File: src/rtl/uart_nco_pkg.sv
package uart_nco_pkg;
  localparam int unsigned CTRL_W   = 32;
  localparam int unsigned NCO_W    = 16;
  localparam int unsigned NCO_LSB  = 16;
  localparam int unsigned EN_BIT   = 0;

  typedef struct packed {
    logic [NCO_W-1:0]          inc;
    logic [CTRL_W-NCO_W-2:0]   unused;
    logic                      en;
  } ctrl_t;
endpackage

File: src/rtl/uart_nco_ctrl.sv
module uart_nco_ctrl
  import uart_nco_pkg::*;
(
  input  logic              clk_i,
  input  logic              rst_ni,
  input  logic              we_i,
  input  logic [CTRL_W-1:0] wdata_i,
  output logic              en_o,
  output logic [NCO_W-1:0]  inc_o
);
  ctrl_t ctrl_q;

  always_ff @(posedge clk_i or negedge rst_ni) begin
    if (!rst_ni) ctrl_q <= '0;
    else if (we_i) ctrl_q <= ctrl_t'(wdata_i);
  end

  assign en_o  = ctrl_q.en;
  assign inc_o = ctrl_q.inc;
endmodule

File: src/rtl/uart_nco_tick.sv
module uart_nco_tick #(
  parameter int unsigned ACC_W = 16
) (
  input  logic             clk_i,
  input  logic             rst_ni,
  input  logic [ACC_W-1:0] inc_i,
  output logic             tick_o
);
  logic [ACC_W-1:0] acc_q;
  logic [ACC_W:0]   sum;
  logic             tick_q;

  assign sum = {1'b0, acc_q} + {1'b0, inc_i};

  always_ff @(posedge clk_i or negedge rst_ni) begin
    if (!rst_ni) begin
      acc_q  <= '0;
      tick_q <= 1'b0;
    end else begin
      acc_q  <= sum[ACC_W-1:0];
      tick_q <= sum[ACC_W];
    end
  end

  assign tick_o = tick_q;

  // a carry needs a nonzero increment
  p_tick_needs_inc_r6: assert property (@(posedge clk_i) disable iff (!rst_ni)
    tick_o |-> $past(inc_i) != '0);
endmodule

File: src/rtl/uart_nco_shifter.sv
module uart_nco_shifter #(
  parameter int unsigned DATA_W = 8,
  parameter int unsigned OVS    = 16
) (
  input  logic              clk_i,
  input  logic              rst_ni,
  input  logic              tick_i,
  input  logic              en_i,
  input  logic              rate_ok_i,
  input  logic [DATA_W-1:0] data_i,
  input  logic              valid_i,
  output logic              ready_o,
  output logic              line_o
);
  localparam int unsigned FRAME_W = DATA_W + 2;
  localparam int unsigned OVS_W   = $clog2(OVS);
  localparam int unsigned IDX_W   = $clog2(FRAME_W);

  logic               busy_q;
  logic [FRAME_W-1:0] sh_q;
  logic [OVS_W-1:0]   os_q;
  logic [IDX_W-1:0]   idx_q;
  logic               bit_end;

  assign ready_o = !busy_q && en_i && rate_ok_i;
  assign bit_end = tick_i && (os_q == OVS_W'(OVS - 1));

  always_ff @(posedge clk_i or negedge rst_ni) begin
    if (!rst_ni) begin
      busy_q <= 1'b0;
      sh_q   <= '1;
      os_q   <= '0;
      idx_q  <= '0;
    end else if (!busy_q) begin
      if (valid_i && ready_o) begin
        busy_q <= 1'b1;
        sh_q   <= {1'b1, data_i, 1'b0};
        os_q   <= '0;
        idx_q  <= '0;
      end
    end else if (tick_i) begin
      os_q <= os_q + 1'b1;
      if (bit_end) begin
        sh_q <= {1'b1, sh_q[FRAME_W-1:1]};
        if (idx_q == IDX_W'(FRAME_W - 1)) busy_q <= 1'b0;
        else idx_q <= idx_q + 1'b1;
      end
    end
  end

  assign line_o = busy_q ? sh_q[0] : 1'b1;

  p_start_needs_en_r3: assert property (@(posedge clk_i) disable iff (!rst_ni)
    $rose(busy_q) |-> $past(en_i) && $past(valid_i));
  p_start_bit_low_r2: assert property (@(posedge clk_i) disable iff (!rst_ni)
    valid_i && ready_o |=> !line_o);
  p_stop_high_r2: assert property (@(posedge clk_i) disable iff (!rst_ni)
    $fell(busy_q) |-> $past(line_o));
  p_line_holds_r5: assert property (@(posedge clk_i) disable iff (!rst_ni)
    busy_q && !tick_i |=> $stable(line_o));
  p_idx_range_r5: assert property (@(posedge clk_i) disable iff (!rst_ni)
    idx_q < IDX_W'(FRAME_W));
endmodule

File: src/rtl/uart_nco_tx.sv
module uart_nco_tx
  import uart_nco_pkg::*;
#(
  parameter int unsigned DATA_W = 8,
  parameter int unsigned OVS    = 16
) (
  input  logic              clk_i,
  input  logic              rst_ni,
  input  logic              ctrl_we_i,
  input  logic [CTRL_W-1:0] ctrl_wdata_i,
  input  logic [DATA_W-1:0] tx_data_i,
  input  logic              tx_valid_i,
  output logic              tx_ready_o,
  output logic              tx_o
);
  logic             en;
  logic [NCO_W-1:0] inc;
  logic             tick;

  uart_nco_ctrl u_ctrl (
    .clk_i   (clk_i),
    .rst_ni  (rst_ni),
    .we_i    (ctrl_we_i),
    .wdata_i (ctrl_wdata_i),
    .en_o    (en),
    .inc_o   (inc)
  );

  uart_nco_tick #(.ACC_W(NCO_W)) u_tick (
    .clk_i  (clk_i),
    .rst_ni (rst_ni),
    .inc_i  (inc),
    .tick_o (tick)
  );

  uart_nco_shifter #(.DATA_W(DATA_W), .OVS(OVS)) u_shift (
    .clk_i     (clk_i),
    .rst_ni    (rst_ni),
    .tick_i    (tick),
    .en_i      (en),
    .rate_ok_i (inc != '0),
    .data_i    (tx_data_i),
    .valid_i   (tx_valid_i),
    .ready_o   (tx_ready_o),
    .line_o    (tx_o)
  );

  p_ready_en_r3: assert property (@(posedge clk_i) disable iff (!rst_ni)
    tx_ready_o |-> en && inc != '0);
endmodule

File: config.mk
export PLATFORM = sky130hd
export DESIGN_NAME = uart_nco_tx
export DESIGN_NICKNAME = d
export VERILOG_FILES = /design/src/rtl/uart_nco_pkg.sv /design/src/rtl/uart_nco_ctrl.sv /design/src/rtl/uart_nco_tick.sv /design/src/rtl/uart_nco_shifter.sv /design/src/rtl/uart_nco_tx.sv
export SDC_FILE = /design/constraint.sdc
export NUM_CORES = 1
export LEC_CHECK = 0
export ABC_AREA = 1
export CAP_MARGIN = 20
export CORE_ASPECT_RATIO = 0.5
export CORE_MARGIN = 2
export CORE_UTILIZATION = 51
export DETAILED_ROUTE_END_ITERATION = 7
export MAX_ROUTING_LAYER = met4
export PLACE_DENSITY = 0.79
export REMOVE_ABC_BUFFERS = 1
export SETUP_SLACK_MARGIN = 0.15
export SYNTH_ARGS = -nofsm -noshare
export SYNTH_HDL_FRONTEND = slang
export SYNTH_SLANG_ARGS = --single-unit
File: constraint.sdc
create_clock -name clk_i -period 2.1 [get_ports clk_i]
set_clock_uncertainty 0.05 [all_clocks]
set_input_delay 0.63 -clock clk_i [delete_from_list [all_inputs] [get_ports clk_i]]
set_output_delay 0.63 -clock clk_i [all_outputs]
set_load 0.01 [all_outputs]
* Word level (Yosys, flattened, before mapping) *
Index checks and enable logic that the tools add are counted.

cells by class
  add/sub/neg operators = 3
  reductions and logical operators = 10
  equal/unequal tests = 5
  mux-type cells = 17

operators with widths
  cell                   number
  $mux W10               4
  $mux W4                7
  $add A16 B16 Y17       1
  $reduce_bool A16 Y1    1
  $add A4 B1 Y4 const B  2
  $eq A4 B4 Y1 const B   2
  $mux W1                6
  $ne A2 B2 Y1 const B   3
  $logic_and A1 B1 Y1    4
  $reduce_and A4 Y1      1
  $reduce_and A3 Y1      1
  $reduce_and A2 Y1      1
  $reduce_bool A2 Y1     1
  $logic_not A1 Y1       1

word-level totals
  word-level logic and storage cells = 43
  bits in registers = 53
  output and inout port bits = 2

* Longest topological paths before layout *
Gate-level depths: netlist of the first run.

  depth after elaboration = 6
  depth in mapped cells = 10

* Cells and area by module *
A second synthesis of the first run with hierarchy kept.

unflattened totals
  cells, all modules = 418
  area total of the unflattened synthesis = 3144.3 sq um

modules (own cells, without submodules)
  module            instances  seq. area each (sq um)  area each (sq um)  cells an instance
  uart_nco_tick     1          425.4                   1398.8             201
  uart_nco_shifter  1          461.7                   1008.5             130
  uart_nco_ctrl     1          425.4                   680.7              72
  uart_nco_tx       1          0.0                     56.3               15

* Worst setup path before layout of the first run *
Ideal clock, no wire load.

  path type = register -> register
  from = register u_ctrl.ctrl_q, in the netlist u_ctrl.inc_o[0]
  to = register u_tick.tick_q, in the netlist u_tick.tick_o
  stages on the path, launching flop included = 10
  slack = 0.378 ns
  clock period less this slack = 1.722 ns
  arrival = 1.553 ns
  setup time = 0.119 ns
  path through = dfrtp_1 > ha_1 > fa_1 > nand2_1 > nand2_1 > and2_1 > nand4_1 > nand3_1 > nand2_1 > nand2_1

between the ends
  cells in the longest elaborated chain, start to end = 1

RTL lines
  what                    RTL line             RTL
  from (decl)             uart_nco_ctrl.sv:11  ctrl_t ctrl_q;
  from (signal assigned)  uart_nco_ctrl.sv:15  else if (we_i) ctrl_q <= ctrl_t'(wdata_i);
  $add A16 B16 Y17        uart_nco_tick.sv:13  assign sum = {1'b0, acc_q} + {1'b0, inc_i};
  via u_tick.sum[16]      uart_nco_tick.sv:10  logic [ACC_W:0] sum;
  to (signal assigned)    uart_nco_tick.sv:21  tick_q <= sum[ACC_W];
  to (decl)               uart_nco_tick.sv:11  logic tick_q;

The timed path passes the listed nets, and every way through them passes these cells.
A chain may end at the register's enable or synchronous reset.

* Worst setup path after layout of the first run *
  from = register u_ctrl.ctrl_q, in the netlist u_ctrl.inc_o[4]
  to = output port tx_ready_o

between the ends
  cells in the longest elaborated chain, start to end = 2

RTL lines
  what                 RTL line                RTL
  $reduce_bool A16 Y1  uart_nco_tx.sv:41       .rate_ok_i (inc != '0),
  $logic_and A1 B1 Y1  uart_nco_shifter.sv:25  assign ready_o = !busy_q && en_i && rate_ok_i;
  to (decl)            uart_nco_tx.sv:13       output logic tx_ready_o,

Every way passes these cells.

==> metrics.csv, run 1 <==
stage,metric,value,unit
setup_path,r2r_start,u_ctrl.inc_o[0],
placement,pre_cts_slack,0.0580,ns
setup_path,timing.rr.end,u_tick.tick_o,
floorplanning,die_area,6420,sq um
timing,worst_pin_slew,0.383,ns
synth,netlist_instances,344,
layout,fin_area,3580,sq um
setup_path,start_kind,flip-flop,
routing,routed.top_layer,met4,
setup_path,crit_type,reg2out,
clock_tree,cts_sinks,52,
worst_hold_path,hp-class,in2async,
setup_path,worstRegToRegCells,9,
clock_tree,cts_tree,yes,
routing,wl_met2,2.90,mm
routing,wl_met3,218,microns
clock_tree,clk_pin_slew,0.07,ns
timing,finalCritPeriodShare,91.4,%
power,peakVddDrop,0.655,mV
layout,antennaDiodeCount,0,
timing,hold_viol_final,0,
placement,dp_hpwl,4.28,mm
layout,drive_gt1_share,16.5,%
floorplanning,io_pins,46,
clock_tree,cts_hold_buf,0,
run_status,status,"finished, final reports clean",
routing,viasPerCell,5.07,
timing,period_needed,1.92,ns
layout,area.growth.synth_to_final,21.8,%
synth,avgSynthCellArea,8.54,sq um
job,cap_viol_max_count,0,
timing,fin_ws,0.180,ns
routing,vias,2338,
layout,num-nets-final,451,
routing,drtPass1Iterations,4,
power,p_total,0.00436,W
clock_tree,htree_levels,2,
power,p_leak,1.76,nW
floorplanning,start_util,53.3,%
routing,drc,0,
routing,drt_wl_total,5.96,mm
placement,port_buffers,30,
global_route,grtUsageTotal,21.0,%
placement,place.gp.congestion,0.946,
timing,setup_viol,0,
timing,fin_tns_setup,0,ns
setup_path,r2r_slack,0.22,ns
synth,synth.ff_latch_count,52,
synth,synth-warning-count,0,
layout,most-common-layout-cells,"nand2_1 (117), dfrtp_1 (43), nor2_1 (27), clkdlybuf4s50_1 (27), nand3_1 (22)",
synth,synthFlopType,dfrtp_1,
timing,whs,0.274,ns
routing,dr.first_iter.drc_count,140,
routing,wire_per_inst,12.9,microns
setup_path,crit_fanout,3,
layout,final_common_cell,nand2_1,
setup_path,critPathArrivalTime,1.24,ns
synth,synth-seq-area-share,44.7,%
floorplanning,core_area,5520,sq um
global_route,grt_pass1_vias,2344,
setup_path,endpoint_kind,primary output,
clock_tree,cts_buffers,5,
synth,synthArstFlopShare,100,%
timing,maxSlewHeadroom,74.4,%
routing,drt.antenna.violating_nets,0,
global_route,overflow,0,
global_route,antenna_found_initial,0,
clock_tree,clk_latency,0.29,ns
layout,fillers,447,
global_route,grt_max_degree,53,
floorplanning,dieWidth,111,microns
global_route,grt_first_pass_wirelength,10.5,mm
placement,postPlaceCellArea,3360,sq um
timing,slew_viol_final,0,
floorplanning,die_y,57.7,microns
synth,yosysUniqueCellTypes,33,
clock_tree,root_buffer,clkbuf_16,
synth,synth_edf_count,0,
timing,max_freq,521,MHz
power,p_per_area,1220,nW/um^2
clock_tree,ctsLongestPathBuffers,2,
floorplanning,row_count,19,
setup_path,cp.required,1.42,ns
routing,wl_met1,2.80,mm
timing,rsz0062_at_grt,true,
synth,synth_area,2940,sq um
-- cell usage after synthesis (3+ instances only) --
master   instances  area share, %
xor2_1          11            3.3
ha_1            19            8.1
nor2_2           3           0.64
nor2_1          28            3.6
mux2_2          16            6.1
a21oi_1         14            2.4
o21ai_0         10            1.7
buf_2            4           0.68
nand2_1        118             15
nand3_1         24            4.1
dfrtp_1         43             37
and2_1           3           0.64
dfstp_2          9            8.0
inv_1           20            2.6
-- area by class of cell --
type                    count  area [sq um]  area share, %
multi-input cells         265          1540           42.9
flip-flops and latches     52          1310           36.7
repair buffers             42           408           11.4
clock buffers               6           139           3.88
well taps                  73          91.3           2.55
inverters                  21          78.8           2.20
clock inverters             2          13.8          0.385
-- layer usage --
layer	up-vias	GRT usage, %
li1	1198	-
met1	1103	25.8
met2	33	37.0
met3	4	4.08
met4	0	4.59
met5	-	-
-- cell families after synthesis --
kind of cell / synth area share (%)
AND/OR/NAND/NOR: 27.0
flip-flops: 44.7
adder cells (fa/ha/maj): 8.77
AO/OA/AOI/OAI: 6.00
multiplexers: 6.13
XOR/XNOR: 3.58
buffers and inverters: 3.87
-- power breakdown --
group	internal (W)	switching, W	leakage (nW)	total (W)
Clock	0.000477	0.000361	0.0772	0.000838
Sequential	0.00138	0.000176	0.607	0.00155
Combinational	0.000810	0.00115	1.08	0.00196
-- flip-flops by register name, indices dropped and copies added (netlist names) --
name and count:
u_tick.acc_q 16, u_ctrl.en_o 1, u_shift.os_q 4, u_ctrl.inc_o 16, u_tick.tick_o 1, u_shift.sh_q 9, u_shift.busy_q 1, u_shift.idx_q 4
-- how the worst max path moves through the flow --
stage                               start            end  slack [ns]  depth (start not counted)
after detailed placement  u_ctrl.inc_o[5]     tx_ready_o        0.06                          5
after CTS                 u_ctrl.inc_o[4]     tx_ready_o        0.15                          5
after global routing      u_ctrl.inc_o[0]  u_tick.tick_o        0.10                          9
final                     u_ctrl.inc_o[4]     tx_ready_o        0.18                          5
after global placement    u_ctrl.inc_o[2]     tx_ready_o        0.06                          5
after floorplan           u_ctrl.inc_o[0]  u_tick.tick_o        0.38                          9
-- metrics by stage --
| step | cells | utilization, % |
|---|---|---|
| after floorplan | 338 | - |
| after global placement | 447 | 60.9 |
| after detailed placement | 447 | 60.9 |
| after CTS | 457 | 63.9 |
| after global routing | 461 | 64.9 |
| final | 461 | 64.9 |
-- worst max-delay path: stages, from the launching register on --
cell	delay, ns
dfrtp_1	0.41
nor2_2	0.12
nand2_1	0.08
nor2_2	0.13
a21boi_1	0.07
buf_2	0.14
-- repair_timing --
action,CTS,global route
resized for setup,7,7
setup buffers,2,4
pin swaps,5,2
endpoints found under the setup margin,2,8
Note: power is estimated with default switching activity, not from simulation.
==> run 2: changes to the inputs <==
Settings changed: CAP_MARGIN 20 to 10, CORE_UTILIZATION 51 to 45, PLACE_DENSITY 0.79 to 0.72, SETUP_SLACK_MARGIN 0.15 to 0.4.
==> run 2 against run 1 <==
Effect of this change:
- maximum frequency fell by 2.5%
- worst hold slack got worse by 0.0076 ns
- global-route usage fell by 0.71 points
- clock power rose by 1%
- largest cell class unchanged
- via count rose by 8.4%
- total power rose by 16%
- first-iteration DRC count fell by 10%
- highest routed layer unchanged
==> metrics.csv, run 2 (synthesis results as in run 1) <==
stage,metric,value,unit,change
routing,drc,0,,unchanged
layout,multiInputGateArea,1840,sq um,+20%
setup_path,critPathArrivalTime,1.29,ns,+0.05 ns
global_route,overflow,0,,unchanged
layout,final_cell_count_no_fill,494,,+7.2%
setup_path,critPathMaxStageDelay,0.43,ns,+0.02 ns
clock_tree,root_buffer,clkbuf_16,,
power,peakVddDrop,0.657,mV,+0.18%
routing,drtPass1Iterations,4,,unchanged
layout,regArea,1310,sq um,unchanged
layout,antennaDiodeCount,0,,unchanged
placement,place.gp.congestion,0.941,,-0.53%
layout,num-nets-final,469,,+4.0%
floorplanning,io_pins,46,,unchanged
clock_tree,ctsLongestPathBuffers,2,,unchanged
timing,hold_viol_final,0,,unchanged
clock_tree,cts_buffers,5,,unchanged
timing,setup_viol,0,,unchanged
setup_path,r2r_start,u_ctrl.inc_o[0],,
floorplanning,core_area,6180,sq um,+12%
layout,drive_gt1_share,31.8,%,+15 points
clock_tree,clk_latency,0.29,ns,about the same
global_route,antenna_found_initial,0,,unchanged
timing,slew_viol_final,0,,unchanged
routing,vias,2535,,+8.4%
timing,fin_tns_setup,0,ns,unchanged
setup_path,start_kind,flip-flop,,
power,netSwitchingFraction,40.7,%,+1.9 points
setup_path,timing.rr.end,u_tick.tick_o,,
setup_path,setup.worst_path.start,u_ctrl.inc_o[9],,
floorplanning,row_count,20,,+1
floorplanning,die_y,61.1,microns,+6.0%
placement,port_buffers,30,,unchanged
routing,dr.first_iter.drc_count,126,,-10%
timing,worst_pin_slew,0.363,ns,-0.0204 ns
floorplanning,dieWidth,118,microns,+6.2%
clock_tree,cts_tree,yes,,
floorplanning,start_util,47.6,%,-5.7 points
setup_path,path_cells,"nor2_1, nand2_1, nor2_4, a21boi_2, buf_2",,
setup_path,crit_type,reg2out,,
routing,viasPerCell,5.13,,+1.2%
clock_tree,htree_levels,2,,unchanged
setup_path,worstRegToRegCells,9,,unchanged
worst_hold_path,hp-class,in2async,,
timing,period_needed,1.97,ns,+0.0490 ns
timing,whs,0.267,ns,-0.00759 ns
placement,dp_hpwl,4.55,mm,+6.3%
job,cap_viol_max_count,0,,unchanged
layout,final_common_cell,nand2_1,,
setup_path,crit_slowest_cell,dfrtp_1,,
routing,drt.antenna.violating_nets,0,,unchanged
global_route,grt_first_pass_wirelength,11.2,mm,+7.5%
global_route,grtUsageTotal,20.2,%,-0.71 points
clock_tree,cts_hold_buf,0,,unchanged
setup_path,cp-endpoint,tx_ready_o,,
setup_path,crit_fanout,3,,unchanged
timing,finalCritPeriodShare,93.7,%,+2.3 points
timing,maxSlewHeadroom,75.8,%,+1.4 points
global_route,grtUsageMet1,24.2,%,-1.6 points
run_status,status,"finished, final reports clean",,
power,power.internal,0.00301,W,+13%
timing,max_freq,508,MHz,-2.5%
clock_tree,cts_sinks,52,,unchanged
global_route,busiest_layer,met2,,
layout,fillers,488,,+9.2%
global_route,grt_max_degree,53,,unchanged
power,power.switching,0.00207,W,+22%
layout,final_core_util,65.3,%,+0.40 points
routing,drt_wl_total,7.15,mm,+20%
clock_tree,clk_pin_slew,0.08,ns,about the same
power,p_leak,1.88,nW,+6.8%
routing,wire_per_inst,14.5,microns,+12%
setup_path,r2r_slack,0.23,ns,about the same
setup_path,cp.required,1.42,ns,about the same
power,p_seq_share,31.6,%,-4.1 points
global_route,grtUsageMet2,37.7,%,+0.63 points
layout,area.growth.synth_to_final,37.3,%,
power,pwr-share-clk,16.7,%,-2.5 points
placement,dp.cells,466,,+4.3%
layout,most-common-layout-cells,"nand2_1 (103), dfrtp_1 (43), clkdlybuf4s50_1 (27)",,
setup_path,endpoint_kind,primary output,,
power,power.share.combinational,51.8,%,+6.7 points
power,p_per_area,1260,nW/um^2,+3.3%
global_route,use_met3,3.33,%,-0.75 points
timing,rsz0062_at_grt,true,,
global_route,grt_pass1_vias,2523,,+7.6%
floorplanning,die_area,7230,sq um,+13%
-- run 2: timing repair --
action	in CTS	in global routing
gates resized for setup	33	50
pin swaps	13	23
endpoints found under the setup margin	13	23
hold endpoints to repair	0	0
buffers inserted	11	8
gates cloned	0	1
-- run 2: through the flow --
step	setup slack, ns	instance area [sq um]	total power (W)
floorplan	0.378	2900	0.00296
global placement	0.0378	3410	0.00338
detailed placement	0.0197	3410	0.00346
CTS	0.184	3740	0.00452
global route	0.0887	4040	0.00543
finish	0.131	4040	0.00507
-- run 2: area by class of cell --
cell class | instances | area share [%]
clock buffers | 5 | 3.10
clock inverters | 3 | 0.620
inverters | 21 | 2.08
multi-input cells | 266 | 45.7
flip-flops and latches | 52 | 32.5
well taps | 88 | 2.73
repair buffers | 59 | 13.3
-- run 2: how the worst min path moves through the flow --
stage,from,end,slack (ns)
after global routing,rst_ni,u_ctrl.inc_o[5],0.30
after global placement,u_shift.sh_q[5],u_shift.sh_q[5],0.40
final,rst_ni,u_tick.acc_q[3],0.27
after floorplan,rst_ni,u_ctrl.en_o,0.28
after CTS,rst_ni,u_ctrl.inc_o[5],0.28
after detailed placement,u_shift.sh_q[4],u_shift.sh_q[4],0.40
-- run 2: critical path, delay by kind of cell (launching register included) --
family	cells	cell delay (ns)
DFF	1	0.43
and+or+nand+nor	3	0.36
buffers and inverters	1	0.14
AOI/OAI and AO/OA	1	0.07
-- run 2: power groups by stage --
stage / logic [W] / registers, W / clock network, W
finish: 0.00263 / 0.00160 / 0.000846
global route: 0.00289 / 0.00163 / 0.000902
CTS: 0.00210 / 0.00157 / 0.000850
detailed placement: 0.00190 / 0.00157 / 0
global placement: 0.00184 / 0.00154 / 0
floorplan: 0.00143 / 0.00152 / 0
-- run 2: metal layers --
layer,vias up,part of all wire (%)
li1,1242,-
met1,1224,44
met2,54,50
met3,15,3.1
met4,0,2.0
met5,-,0
